**src/rtl/csum_rb_pkg.sv**
```systemverilog
package csum_rb_pkg;
  localparam int DEF_ADDR_W    = 8;
  localparam int DEF_BYTES     = 8;
  localparam int DEF_CSUM_ADDR = 32'h20;
  localparam int DATA_W        = 8;

  typedef struct packed {
    logic auth;
    logic wr;
    logic rd_start;
    logic rd_end;
  } cmd_ev_t;
endpackage

```
**src/rtl/csum_mode_ctrl.sv**
```systemverilog
module csum_mode_ctrl (
  input  logic clk,
  input  logic rst_n,
  input  logic auth_ok,
  input  logic wr_cmd,
  input  logic unlimited,
  input  logic end_req,
  output logic armed
);
  logic authd;
  logic used;

  always_ff @(posedge clk) begin
    if (!rst_n) begin
      authd <= 1'b0;
      used  <= 1'b0;
      armed <= 1'b0;
    end else if (auth_ok) begin
      authd <= 1'b1;
      used  <= 1'b0;
      armed <= 1'b0;
    end else if (wr_cmd && authd && (!used || unlimited)) begin
      armed <= 1'b1;
      used  <= 1'b1;
    end else if (end_req) begin
      armed <= 1'b0;
    end
  end

  // the mode only rises after a write made while authenticated
  a_r2_arm_needs_write: assert property (@(posedge clk) disable iff (!rst_n)
    $rose(armed) |-> $past(wr_cmd && authd));

  // once used, a write cannot re-arm without a new authentication
  a_r6_single_arm: assert property (@(posedge clk) disable iff (!rst_n)
    (used && !armed && !unlimited && !auth_ok) |=> !armed);

  // authentication always leaves the mode cleared
  a_r10_auth_clears: assert property (@(posedge clk) disable iff (!rst_n)
    auth_ok |=> !armed);
endmodule

```
**src/rtl/csum_rd_track.sv**
```systemverilog
module csum_rd_track #(
  parameter int ADDR_W    = csum_rb_pkg::DEF_ADDR_W,
  parameter int NBYTES    = csum_rb_pkg::DEF_BYTES,
  parameter int CSUM_ADDR = csum_rb_pkg::DEF_CSUM_ADDR,
  localparam int IDX_W    = (NBYTES > 1) ? $clog2(NBYTES) : 1,
  localparam int CS_W     = NBYTES * csum_rb_pkg::DATA_W
) (
  input  logic              clk,
  input  logic              rst_n,
  input  logic              rd_start,
  input  logic [ADDR_W-1:0] rd_addr,
  input  logic              rd_end,
  input  logic              dout_ready,
  input  logic              armed,
  input  logic              unlimited,
  input  logic [CS_W-1:0]   csum_in,
  output logic              reading,
  output logic [ADDR_W-1:0] addr,
  output logic              ovl,
  output logic [IDX_W-1:0]  idx,
  output logic [CS_W-1:0]   cs_q,
  output logic              end_req
);
  localparam logic [ADDR_W-1:0] HIT_ADDR = CSUM_ADDR[ADDR_W-1:0];
  localparam logic [IDX_W-1:0]  LAST_IDX = IDX_W'(NBYTES - 1);

  logic csrd;
  logic acc;
  logic last;
  logic hit;

  assign hit  = (rd_addr == HIT_ADDR);
  assign acc  = reading && dout_ready && !rd_start && !rd_end;
  assign last = (idx == LAST_IDX);

  always_ff @(posedge clk) begin
    if (!rst_n) begin
      reading <= 1'b0;
      addr    <= '0;
      ovl     <= 1'b0;
      csrd    <= 1'b0;
      idx     <= '0;
      cs_q    <= '0;
    end else if (rd_start) begin
      reading <= 1'b1;
      addr    <= rd_addr;
      ovl     <= armed && hit;
      csrd    <= armed && hit;
      idx     <= '0;
      cs_q    <= csum_in;
    end else if (rd_end) begin
      reading <= 1'b0;
      ovl     <= 1'b0;
      csrd    <= 1'b0;
    end else if (acc) begin
      addr <= addr + 1'b1;
      if (ovl) begin
        if (last) ovl <= 1'b0;
        else      idx <= idx + 1'b1;
      end
    end
  end

  assign end_req = !unlimited &&
                   ((rd_start && !hit) || (rd_end && csrd) || (acc && ovl && last));

  // every byte taken moves the address counter on by one
  a_r7_addr_step: assert property (@(posedge clk) disable iff (!rst_n)
    acc |=> (addr == $past(addr) + 1'b1));

  // the overlay never outlasts the last checksum byte
  a_r7_ovl_len: assert property (@(posedge clk) disable iff (!rst_n)
    (acc && ovl && last) |=> !ovl);

  // a stalled byte keeps its address and index
  a_r9_hold: assert property (@(posedge clk) disable iff (!rst_n)
    (reading && !dout_ready && !rd_start && !rd_end) |=>
      ((addr == $past(addr)) && (idx == $past(idx))));

  // checksum bytes only appear inside a read command
  a_r3_ovl_in_read: assert property (@(posedge clk) disable iff (!rst_n)
    ovl |-> reading);
endmodule

```
**src/rtl/csum_out_mux.sv**
```systemverilog
module csum_out_mux #(
  parameter int NBYTES   = csum_rb_pkg::DEF_BYTES,
  localparam int DW      = csum_rb_pkg::DATA_W,
  localparam int IDX_W   = (NBYTES > 1) ? $clog2(NBYTES) : 1,
  localparam int CS_W    = NBYTES * DW
) (
  input  logic             ovl,
  input  logic [IDX_W-1:0] idx,
  input  logic [CS_W-1:0]  cs_q,
  input  logic [DW-1:0]    mem_rdata,
  output logic [DW-1:0]    dout_data,
  output logic             dout_is_csum
);
  logic [DW-1:0] bsel [NBYTES];

  for (genvar k = 0; k < NBYTES; k++) begin : g_byte
    assign bsel[k] = cs_q[(NBYTES-k)*DW-1 -: DW];
  end

  assign dout_data    = ovl ? bsel[idx] : mem_rdata;
  assign dout_is_csum = ovl;
endmodule

```
**src/rtl/csum_readback.sv**
```systemverilog
module csum_readback #(
  parameter int ADDR_W    = csum_rb_pkg::DEF_ADDR_W,
  parameter int NBYTES    = csum_rb_pkg::DEF_BYTES,
  parameter int CSUM_ADDR = csum_rb_pkg::DEF_CSUM_ADDR,
  localparam int DW       = csum_rb_pkg::DATA_W,
  localparam int IDX_W    = (NBYTES > 1) ? $clog2(NBYTES) : 1,
  localparam int CS_W     = NBYTES * DW
) (
  input  logic              clk,
  input  logic              rst_n,
  input  logic              auth_ok,
  input  logic              wr_cmd,
  input  logic              unlim_rd_n,
  input  logic              rd_start,
  input  logic [ADDR_W-1:0] rd_addr,
  input  logic              rd_end,
  input  logic [CS_W-1:0]   csum_in,
  output logic [ADDR_W-1:0] mem_addr,
  input  logic [DW-1:0]     mem_rdata,
  output logic              dout_valid,
  input  logic              dout_ready,
  output logic [DW-1:0]     dout_data,
  output logic              dout_is_csum,
  output logic              csum_mode
);
  csum_rb_pkg::cmd_ev_t ev;
  logic                 unlimited;
  logic                 armed;
  logic                 reading;
  logic [ADDR_W-1:0]    addr;
  logic                 ovl;
  logic [IDX_W-1:0]     idx;
  logic [CS_W-1:0]      cs_q;
  logic                 end_req;

  assign ev        = '{auth: auth_ok, wr: wr_cmd, rd_start: rd_start, rd_end: rd_end};
  assign unlimited = !unlim_rd_n;

  csum_mode_ctrl u_mode (
    .clk      (clk),
    .rst_n    (rst_n),
    .auth_ok  (ev.auth),
    .wr_cmd   (ev.wr),
    .unlimited(unlimited),
    .end_req  (end_req),
    .armed    (armed)
  );

  csum_rd_track #(
    .ADDR_W   (ADDR_W),
    .NBYTES   (NBYTES),
    .CSUM_ADDR(CSUM_ADDR)
  ) u_track (
    .clk       (clk),
    .rst_n     (rst_n),
    .rd_start  (ev.rd_start),
    .rd_addr   (rd_addr),
    .rd_end    (ev.rd_end),
    .dout_ready(dout_ready),
    .armed     (armed),
    .unlimited (unlimited),
    .csum_in   (csum_in),
    .reading   (reading),
    .addr      (addr),
    .ovl       (ovl),
    .idx       (idx),
    .cs_q      (cs_q),
    .end_req   (end_req)
  );

  csum_out_mux #(
    .NBYTES(NBYTES)
  ) u_mux (
    .ovl         (ovl),
    .idx         (idx),
    .cs_q        (cs_q),
    .mem_rdata   (mem_rdata),
    .dout_data   (dout_data),
    .dout_is_csum(dout_is_csum)
  );

  assign mem_addr   = addr;
  assign dout_valid = reading;
  assign csum_mode  = armed;

  // a read elsewhere ends the limited mode
  a_r5_other_addr: assert property (@(posedge clk) disable iff (!rst_n)
    (rd_start && !auth_ok && !wr_cmd && unlim_rd_n &&
     (rd_addr != CSUM_ADDR[ADDR_W-1:0])) |=> !csum_mode);

  // in unlimited mode read events never drop the mode
  a_r8_unlimited_keeps: assert property (@(posedge clk) disable iff (!rst_n)
    (csum_mode && !unlim_rd_n && !auth_ok) |=> csum_mode);

  // nothing is offered outside a read command after reset
  a_r1_idle_after_reset: assert property (@(posedge clk) disable iff (!rst_n)
    $rose(rst_n) |-> (!dout_valid && !csum_mode));
endmodule

```
**config.mk**
```make
export PLATFORM = sky130hd
export DESIGN_NAME = csum_readback
export DESIGN_NICKNAME = d
export VERILOG_FILES = /design/src/rtl/csum_rb_pkg.sv /design/src/rtl/csum_mode_ctrl.sv /design/src/rtl/csum_rd_track.sv /design/src/rtl/csum_out_mux.sv /design/src/rtl/csum_readback.sv
export SDC_FILE = /design/constraint.sdc
export NUM_CORES = 1
export LEC_CHECK = 0
export BUFFER_PORTS_ARGS = -buffer_cell sky130_fd_sc_hd__clkbuf_2
export CAP_MARGIN = 20
export CORE_ASPECT_RATIO = 0.5
export CORE_MARGIN = 4
export CORE_UTILIZATION = 52
export CTS_CLUSTER_SIZE = 28
export DETAILED_ROUTE_END_ITERATION = 6
export GPL_TIMING_DRIVEN = 0
export PLACE_DENSITY = 0.86
export SETUP_SLACK_MARGIN = 0.05
export SYNTH_ARGS = -nofsm -noshare
export SYNTH_HDL_FRONTEND = slang
export SYNTH_HIERARCHICAL = 1
export SYNTH_SLANG_ARGS = --single-unit
```
**constraint.sdc**
```tcl
create_clock -name clk -period 4.8 [get_ports clk]
set_clock_uncertainty 0.15 [all_clocks]
set_input_delay 0.24 -clock clk [delete_from_list [all_inputs] [get_ports clk]]
set_output_delay 0.24 -clock clk [all_outputs]
set_load 0.01 [all_outputs]
```
==> flow_summary_export.csv, run 1 <==
group,metric,value,unit
run_status,outcome,"complete, but fails checks",
run_status,violations,"hold timing",
pwr,p_per_area,331.4,nW/um^2
synthesis,synth_warnings,6,
clocking,cts_tree,"yes",
pwr,p_int,1289,uW
grt,grt_remaining_overflow,0,
placed_design,placed_area,4419,sq um
finish,nets,637,
setup_path,crit_chain,"buf_4 > mux2i_1 > a22oi_1 > a41o_1 > clkbuf_2",
floorplan,start_util,0.5503,
detailed_routing,drtAntennaViolNets,0,
setup_path,crit_path_end_kind,"output port",
timing,slew_violations,0,
synthesis,synth_area,3774,sq um
floorplan,die_h,68.24,um
setup_path,worstPathArrival,2000,ps
synthesis,ys_ff_latch,81,
placed_design,dpl.hpwl,7.310,mm
clocking,clockBufferDepth,2,
finish,area_growth,35.11,%
detailed_routing,first_iter_violations,370,
timing,finalCritPeriodShare,0.4970,
floorplan,rows,21,
grt,grt_max_degree,15,
synthesis,yosysUniqueCellTypes,44,
timing,setup_violations,0,
floorplan,die_area,8766,sq um
pwr,leakagePower,0.002385,uW
setup_path,required,4410,ps
detailed_routing,totalWireLength,10.88,mm
synthesis,synth_ff_type,"dfxtp_1",
clocking,cts.htree.levels,3,
clocking,ctsResizeCount,0,
timing,relSlewSlack,0.6056,
pwr,p_clk_frac,0.441,
pwr,power_frac_seq,0.436,
timing,max_freq,0.4192,GHz
synthesis,synth-seq-area-share,0.4297,
detailed_routing,drt_pass1_iterations,5,
min_path,hold_class,"in2reg",
grt,antenna_found_initial,0,
synthesis,synth_fp_nets,485,
setup_path,crit_type,"reg2out",
clocking,path_clk_slew,60,ps
clocking,numCtsBuffers,9,
grt,first_global_vias,3604,
setup_path,cp.depth,5,
clocking,cts.sink_count,81,
finish,final_cells,643,
floorplan,core_area,6858,sq um
setup_path,critPathLaunchType,"register",
detailed_routing,wl_per_cell,16.93,um
timing,worstMarginPinSlew,591.5,ps
floorplan,io_pins,107,
timing,finalHoldViolCount,1,
setup_path,slowest_stage,"dfxtp_1",
timing,finalSetupTns,0,ps
placed_design,portBuffers,106,
detailed_routing,via_per_inst,5.569,
run,maxCapViolCount,0,
timing,post-route-min-period,2386,ps
pwr,p_switching,400.9,uW
detailed_routing,via_count,3581,
synthesis,syn_area_per_cell,9.578,sq um
pwr,swShare,0.2373,
pwr,ir_worst_vdd,0.0001905,V
timing,rsz0062_at_grt,"false",
min_path,hold_depth,3,
setup_path,cp_max_fo,10,
clocking,post_cts_buffers,0,
setup_path,path_delay_family,"flip-flops",
pwr,comb_power_share,0.123,
timing,timing.hold.ws,-4.444,ps
synthesis,async_flop_share,0,
finish,layout_common_cells,"clkbuf_2 (106), mux2i_1 (90), dfxtp_1 (81)",
clocking,root_buffer,"clkbuf_16",
grt,track_usage,0.2583,
placed_design,gp_congestion,0.8801,
setup_path,slowest_delay,490,ps
grt,grt_pass1_wl,17.39,mm
setup_path,r2r_cells,6,
floorplan,die_w,128.5,um
synthesis,synth_edf_count,0,
detailed_routing,drcViolationCount,0,
finish,design_area,5099,sq um
placed_design,place_inst,592,
finish,diodes,0,
synthesis,syn_inst,394,
setup_path,path_buf_inv,2,
finish,layout_commonest_cell,"clkbuf_2",
clocking,clock_latency,340,ps
finish,drive_above_1_share,0.2632,
finish,filler_cell_count,463,
area by class of cell:
type                            instances  area, sq um  area share
Sequential cell                        81         1622      0.3180
Inverter                                6        22.52    0.004417
Buffer                                 26        153.9     0.03018
Timing Repair Buffer                  141        880.8      0.1728
Clock inverter                          6        90.09     0.01767
Multi-Input combinational cell        281         1976      0.3875
Tap cell                               92        115.1     0.02258
Clock buffer                           10        239.0     0.04687
per-layer routing:
layer / GRT usage / routed length [um]
met2: 0.4326 / 5155
met1: 0.3159 / 4662
met3: 0.07872 / 782
met5: 0 / 0
met4: 0.1045 / 284
worst paths after layout:
| kind | slack, ps | endpoint | start |
|---|---|---|---|
| max | 2410 | dout_data[2] | u_track/idx[0] |
| min | -4 | u_track/cs_q[49] | csum_in[49] |
| max reg2reg | 2850 | u_track/idx[2] | u_track/idx[0] |
| min reg2reg | 320 | u_mode/used | u_mode/used |
registers in the layout, summed over array words and instances, names as in the netlist:
signal           flops
u_track/reading      1
u_mode/armed         1
u_track/csrd         1
u_track/ovl          1
u_track/cs_q        64
u_mode/used          1
u_track/idx          3
u_track/addr         8
u_mode/authd         1
per-stage QoR:
stage / util / power [uW] / setup slack, ps
after floorplan: - / 848.8 / 2994
final: 0.7435 / 1690 / 2414
after detailed placement: 0.6444 / 928.3 / 2872
after CTS: 0.7435 / 1692 / 2472
after global routing: 0.7435 / 1750 / 2295
after global placement: 0.6444 / 921.7 / 2885
logic make-up (layout without fill, tap and decap cells):
group	count (synthesis)	in the layout	synth area share
AND/OR/NAND/NOR	135	135	0.1691
AO/OA/AOI/OAI	50	50	0.09815
adder cells (fa/ha/maj)	3	3	0.009948
multiplexers	91	91	0.2417
XOR/XNOR	2	2	0.004643
flip-flops	81	81	0.4297
buffers and inverters	32	189	0.04675
synthesized netlist by cell type (4+ instances only):
master | number | area, sq um
mux2i_1 | 90 | 900.9
dfxtp_1 | 81 | 1622
nor2_1 | 76 | 285.3
nor2b_1 | 17 | 106.4
buf_2 | 11 | 55.05
nand2_1 | 11 | 41.29
a21oi_1 | 9 | 45.04
clkbuf_1 | 9 | 33.78
nand3_1 | 9 | 45.04
a211o_1 | 8 | 70.07
a22oi_1 | 8 | 60.06
a41o_1 | 8 | 80.08
o21ai_0 | 6 | 30.03
a31oi_1 | 4 | 25.02
inv_1 | 4 | 15.01
nand4_1 | 4 | 25.02
power by group through the flow:
stage | Combinational, uW | Clock (uW) | Sequential (uW)
3_5_place_dp | 179 | 0 | 750
5_1_grt | 226 | 783 | 741
2_1_floorplan | 104 | 0 | 745
3_3_place_gp | 174 | 0 | 748
6_report | 208 | 745 | 736
4_1_cts | 203 | 753 | 736
worst reg2reg max path: stages (launching register included):
cell     delay [ps]
dfxtp_1         390
ha_1            240
ha_1            210
or4_1           500
buf_2           160
mux2i_1         140
nor2_1           50
timing repair:
item	in CTS	in global routing
hold endpoints to repair	35	0
endpoints found under the setup margin	0	0
hold buffers	35	0
(Power assumes the default switching activity.)
==> run 2: changes to the inputs <==
==> constraint.sdc (replaced) <==
create_clock -name clk -period 2.2 [get_ports clk]
set_clock_uncertainty 0.15 [all_clocks]
set_input_delay 0.11 -clock clk [delete_from_list [all_inputs] [get_ports clk]]
set_output_delay 0.11 -clock clk [all_outputs]
set_load 0.01 [all_outputs]
==> run 2 against run 1 <==
Compared with the run above: final area up 9.2%; the run ends with DRC, setup timing left; combinational power increased to 2.6 times the previous value; largest power group unchanged; sequential share of layout area down 2.6 points; non-clock buffer count grew 43; first-iteration DRC count grew 38%; clock power up 120%; via count up 15%; die area unchanged.
==> flow_summary_export.csv, run 2 (synthesized netlist as in run 1, its figures left out) <==
group,metric,value,unit
min_path,holdPathEnd,"u_track/csrd",
timing,slew_violations,0,
floorplan,core_area,6858,sq um
pwr,p_per_area,682.3,nW/um^2
floorplan,die_area,8766,sq um
run_status,violations,"DRC, setup timing",
pwr,ir_worst_vdd,0.0004119,V
grt,antenna_found_initial,0,
setup_path,slowest_delay,430,ps
grt,track_usage,0.2976,
timing,worstMarginPinSlew,591.3,ps
detailed_routing,first_iter_violations,511,
grt,grt_max_degree,15,
timing,max_freq,0.4462,GHz
finish,final_util,0.8115,
setup_path,worstPathArrival,1980,ps
setup_path,rrSetupSlack,300,ps
setup_path,cp-startpoint,"u_track/idx[1]",
finish,diodes,0,
timing,worst_slack,-40.99,ps
placed_design,portBuffers,106,
floorplan,start_util,0.5503,
grt,first_global_vias,4074,
floorplan,die_h,68.24,um
setup_path,path_delay_family,"buffers and inverters",
setup_path,path_buf_inv,3,
finish,largest_reg_flops,64,
clocking,root_buffer,"clkbuf_16",
detailed_routing,totalWireLength,14.20,mm
clocking,numCtsBuffers,9,
setup_path,cp_max_fo,10,
detailed_routing,wl_per_cell,20.69,um
pwr,leakagePower,0.002580,uW
pwr,comb_power_share,0.145,
min_path,hold_class,"in2reg",
placed_design,dpl.hpwl,7.310,mm
finish,nets,680,
setup_path,slowest_stage,"dfxtp_1",
clocking,cts_tree,"yes",
timing,post-route-min-period,2241,ps
finish,top_regs,"u_track/cs_q (64), u_track/addr (8), u_track/idx (3)",
setup_path,rr_endpoint,"u_track/idx[2]",
pwr,p_clk_frac,0.430,
detailed_routing,via_count,4121,
setup_path,r2r_cells,6,
setup_path,critPathLaunchType,"register",
timing,finalSetupTns,-119.6,ps
detailed_routing,drt_pass1_iterations,7,
clocking,cts.sink_count,81,
finish,layout_commonest_cell,"clkbuf_2",
setup_path,required,1940,ps
finish,regMostFlops,"u_track/cs_q",
min_path,hold_depth,4,
detailed_routing,wl_met1,5.294,mm
timing,finalHoldViolCount,0,
floorplan,rows,21,
detailed_routing,routed.top_layer,"met4",
clocking,cts.htree.levels,3,
grt,grt_pass1_wl,20.01,mm
clocking,clock_latency,330,ps
setup_path,crit_type,"reg2out",
min_path,min_from,"rd_end",
setup_path,reg2reg_from,"u_track/idx[1]",
floorplan,io_pins,107,
timing,relSlewSlack,0.6058,
grt,grt_remaining_overflow,0,
detailed_routing,drtAntennaViolNets,0,
setup_path,crit_path_end_kind,"output port",
timing,setup_violations,5,
clocking,clockBufferDepth,2,
run_status,outcome,"complete, but fails checks",
pwr,swShare,0.2461,
finish,layout_common_cells,"clkbuf_2 (107), mux2i_1 (87), dfxtp_1 (79)",
timing,finalCritPeriodShare,1.019,
finish,drive_above_1_share,0.2559,
pwr,power_frac_seq,0.426,
pwr,p_switching,934.4,uW
placed_design,gp_congestion,0.8801,
timing,timing.hold.ws,45.75,ps
pwr,p_int,2863,uW
floorplan,die_w,128.5,um
detailed_routing,drcViolationCount,2,
setup_path,crit_chain,"buf_6 > nor2b_1 > buf_2 > a22oi_1 > a41o_1 > clkbuf_2",
run,maxCapViolCount,0,
finish,area_growth,47.48,%
detailed_routing,wl_met2,6.518,mm
detailed_routing,met3WireLength,1.571,mm
detailed_routing,via_per_inst,6.007,
clocking,path_clk_slew,60,ps
## run 2: changes by cell type in the layout (fill, tap and decap cells not counted), sizes merged
cell	previous run	this run
dlygate4sd3	35	78
## run 2: layer usage
metal | vias to the layer above | track usage
met1 | 1904 | 0.3484
met3 | 96 | 0.07327
li1 | 1790 | -
met5 | - | 0
met2 | 331 | 0.5168
met4 | 0 | 0.1561
## run 2: power groups by stage
stage | clock [uW] | sequential (uW) | combinational (uW)
6_report | 1630 | 1620 | 549
5_1_grt | 1710 | 1620 | 583
4_1_cts | 1640 | 1610 | 502
3_5_place_dp | 0 | 1640 | 390
3_3_place_gp | 0 | 1630 | 380
2_1_floorplan | 0 | 1620 | 227
## run 2: worst max-delay path by stage
| stage | endpoint | slack, ps | depth (start not counted) |
|---|---|---|---|
| floorplan | u_track/idx[2] | 390 | 6 |
| global placement | u_track/idx[1] | 310 | 6 |
| detailed placement | u_track/idx[2] | 300 | 6 |
| CTS | dout_data[0] | 100 | 6 |
| global route | dout_data[2] | -130 | 6 |
| finish | dout_data[4] | -40 | 6 |
## run 2: per-stage QoR
step                      total power [uW]  area (sq um)  setup slack [ps]  std cells
final                                 3797          5565            -40.99        686
after global routing                  3916          5565            -128.2        686
after CTS                             3751          5530             103.2        686
after detailed placement              2025          4419             299.2        592
after global placement                2011          4419             306.7        592
after floorplan                       1852          3774             394.0        394
## run 2: cell type report
class                           instances  area (sq um)
Buffer                                 26         168.9
Clock buffer                           10         239.0
Clock inverter                          6         90.09
Fill cell                             350          1292
Inverter                                6         22.52
Multi-Input combinational cell        281          1992
Sequential cell                        81          1627
Tap cell                               92         115.1
Timing Repair Buffer                  184          1311
## run 2: worst min-delay path, stage by stage
cell	delay, ps
clkbuf_2	160
nor2_1	90
nand2_1	70
a21oi_1	60
## run 2: timing repair
| action | CTS | global route |
|---|---|---|
| resized for setup | 1 | 13 |
| hold buffers | 78 | 0 |
| buffers inserted | 0 | 0 |
| endpoints found under the hold margin | 77 | 0 |
| cloned | 0 | 0 |
| setup endpoints to repair | 6 | 8 |
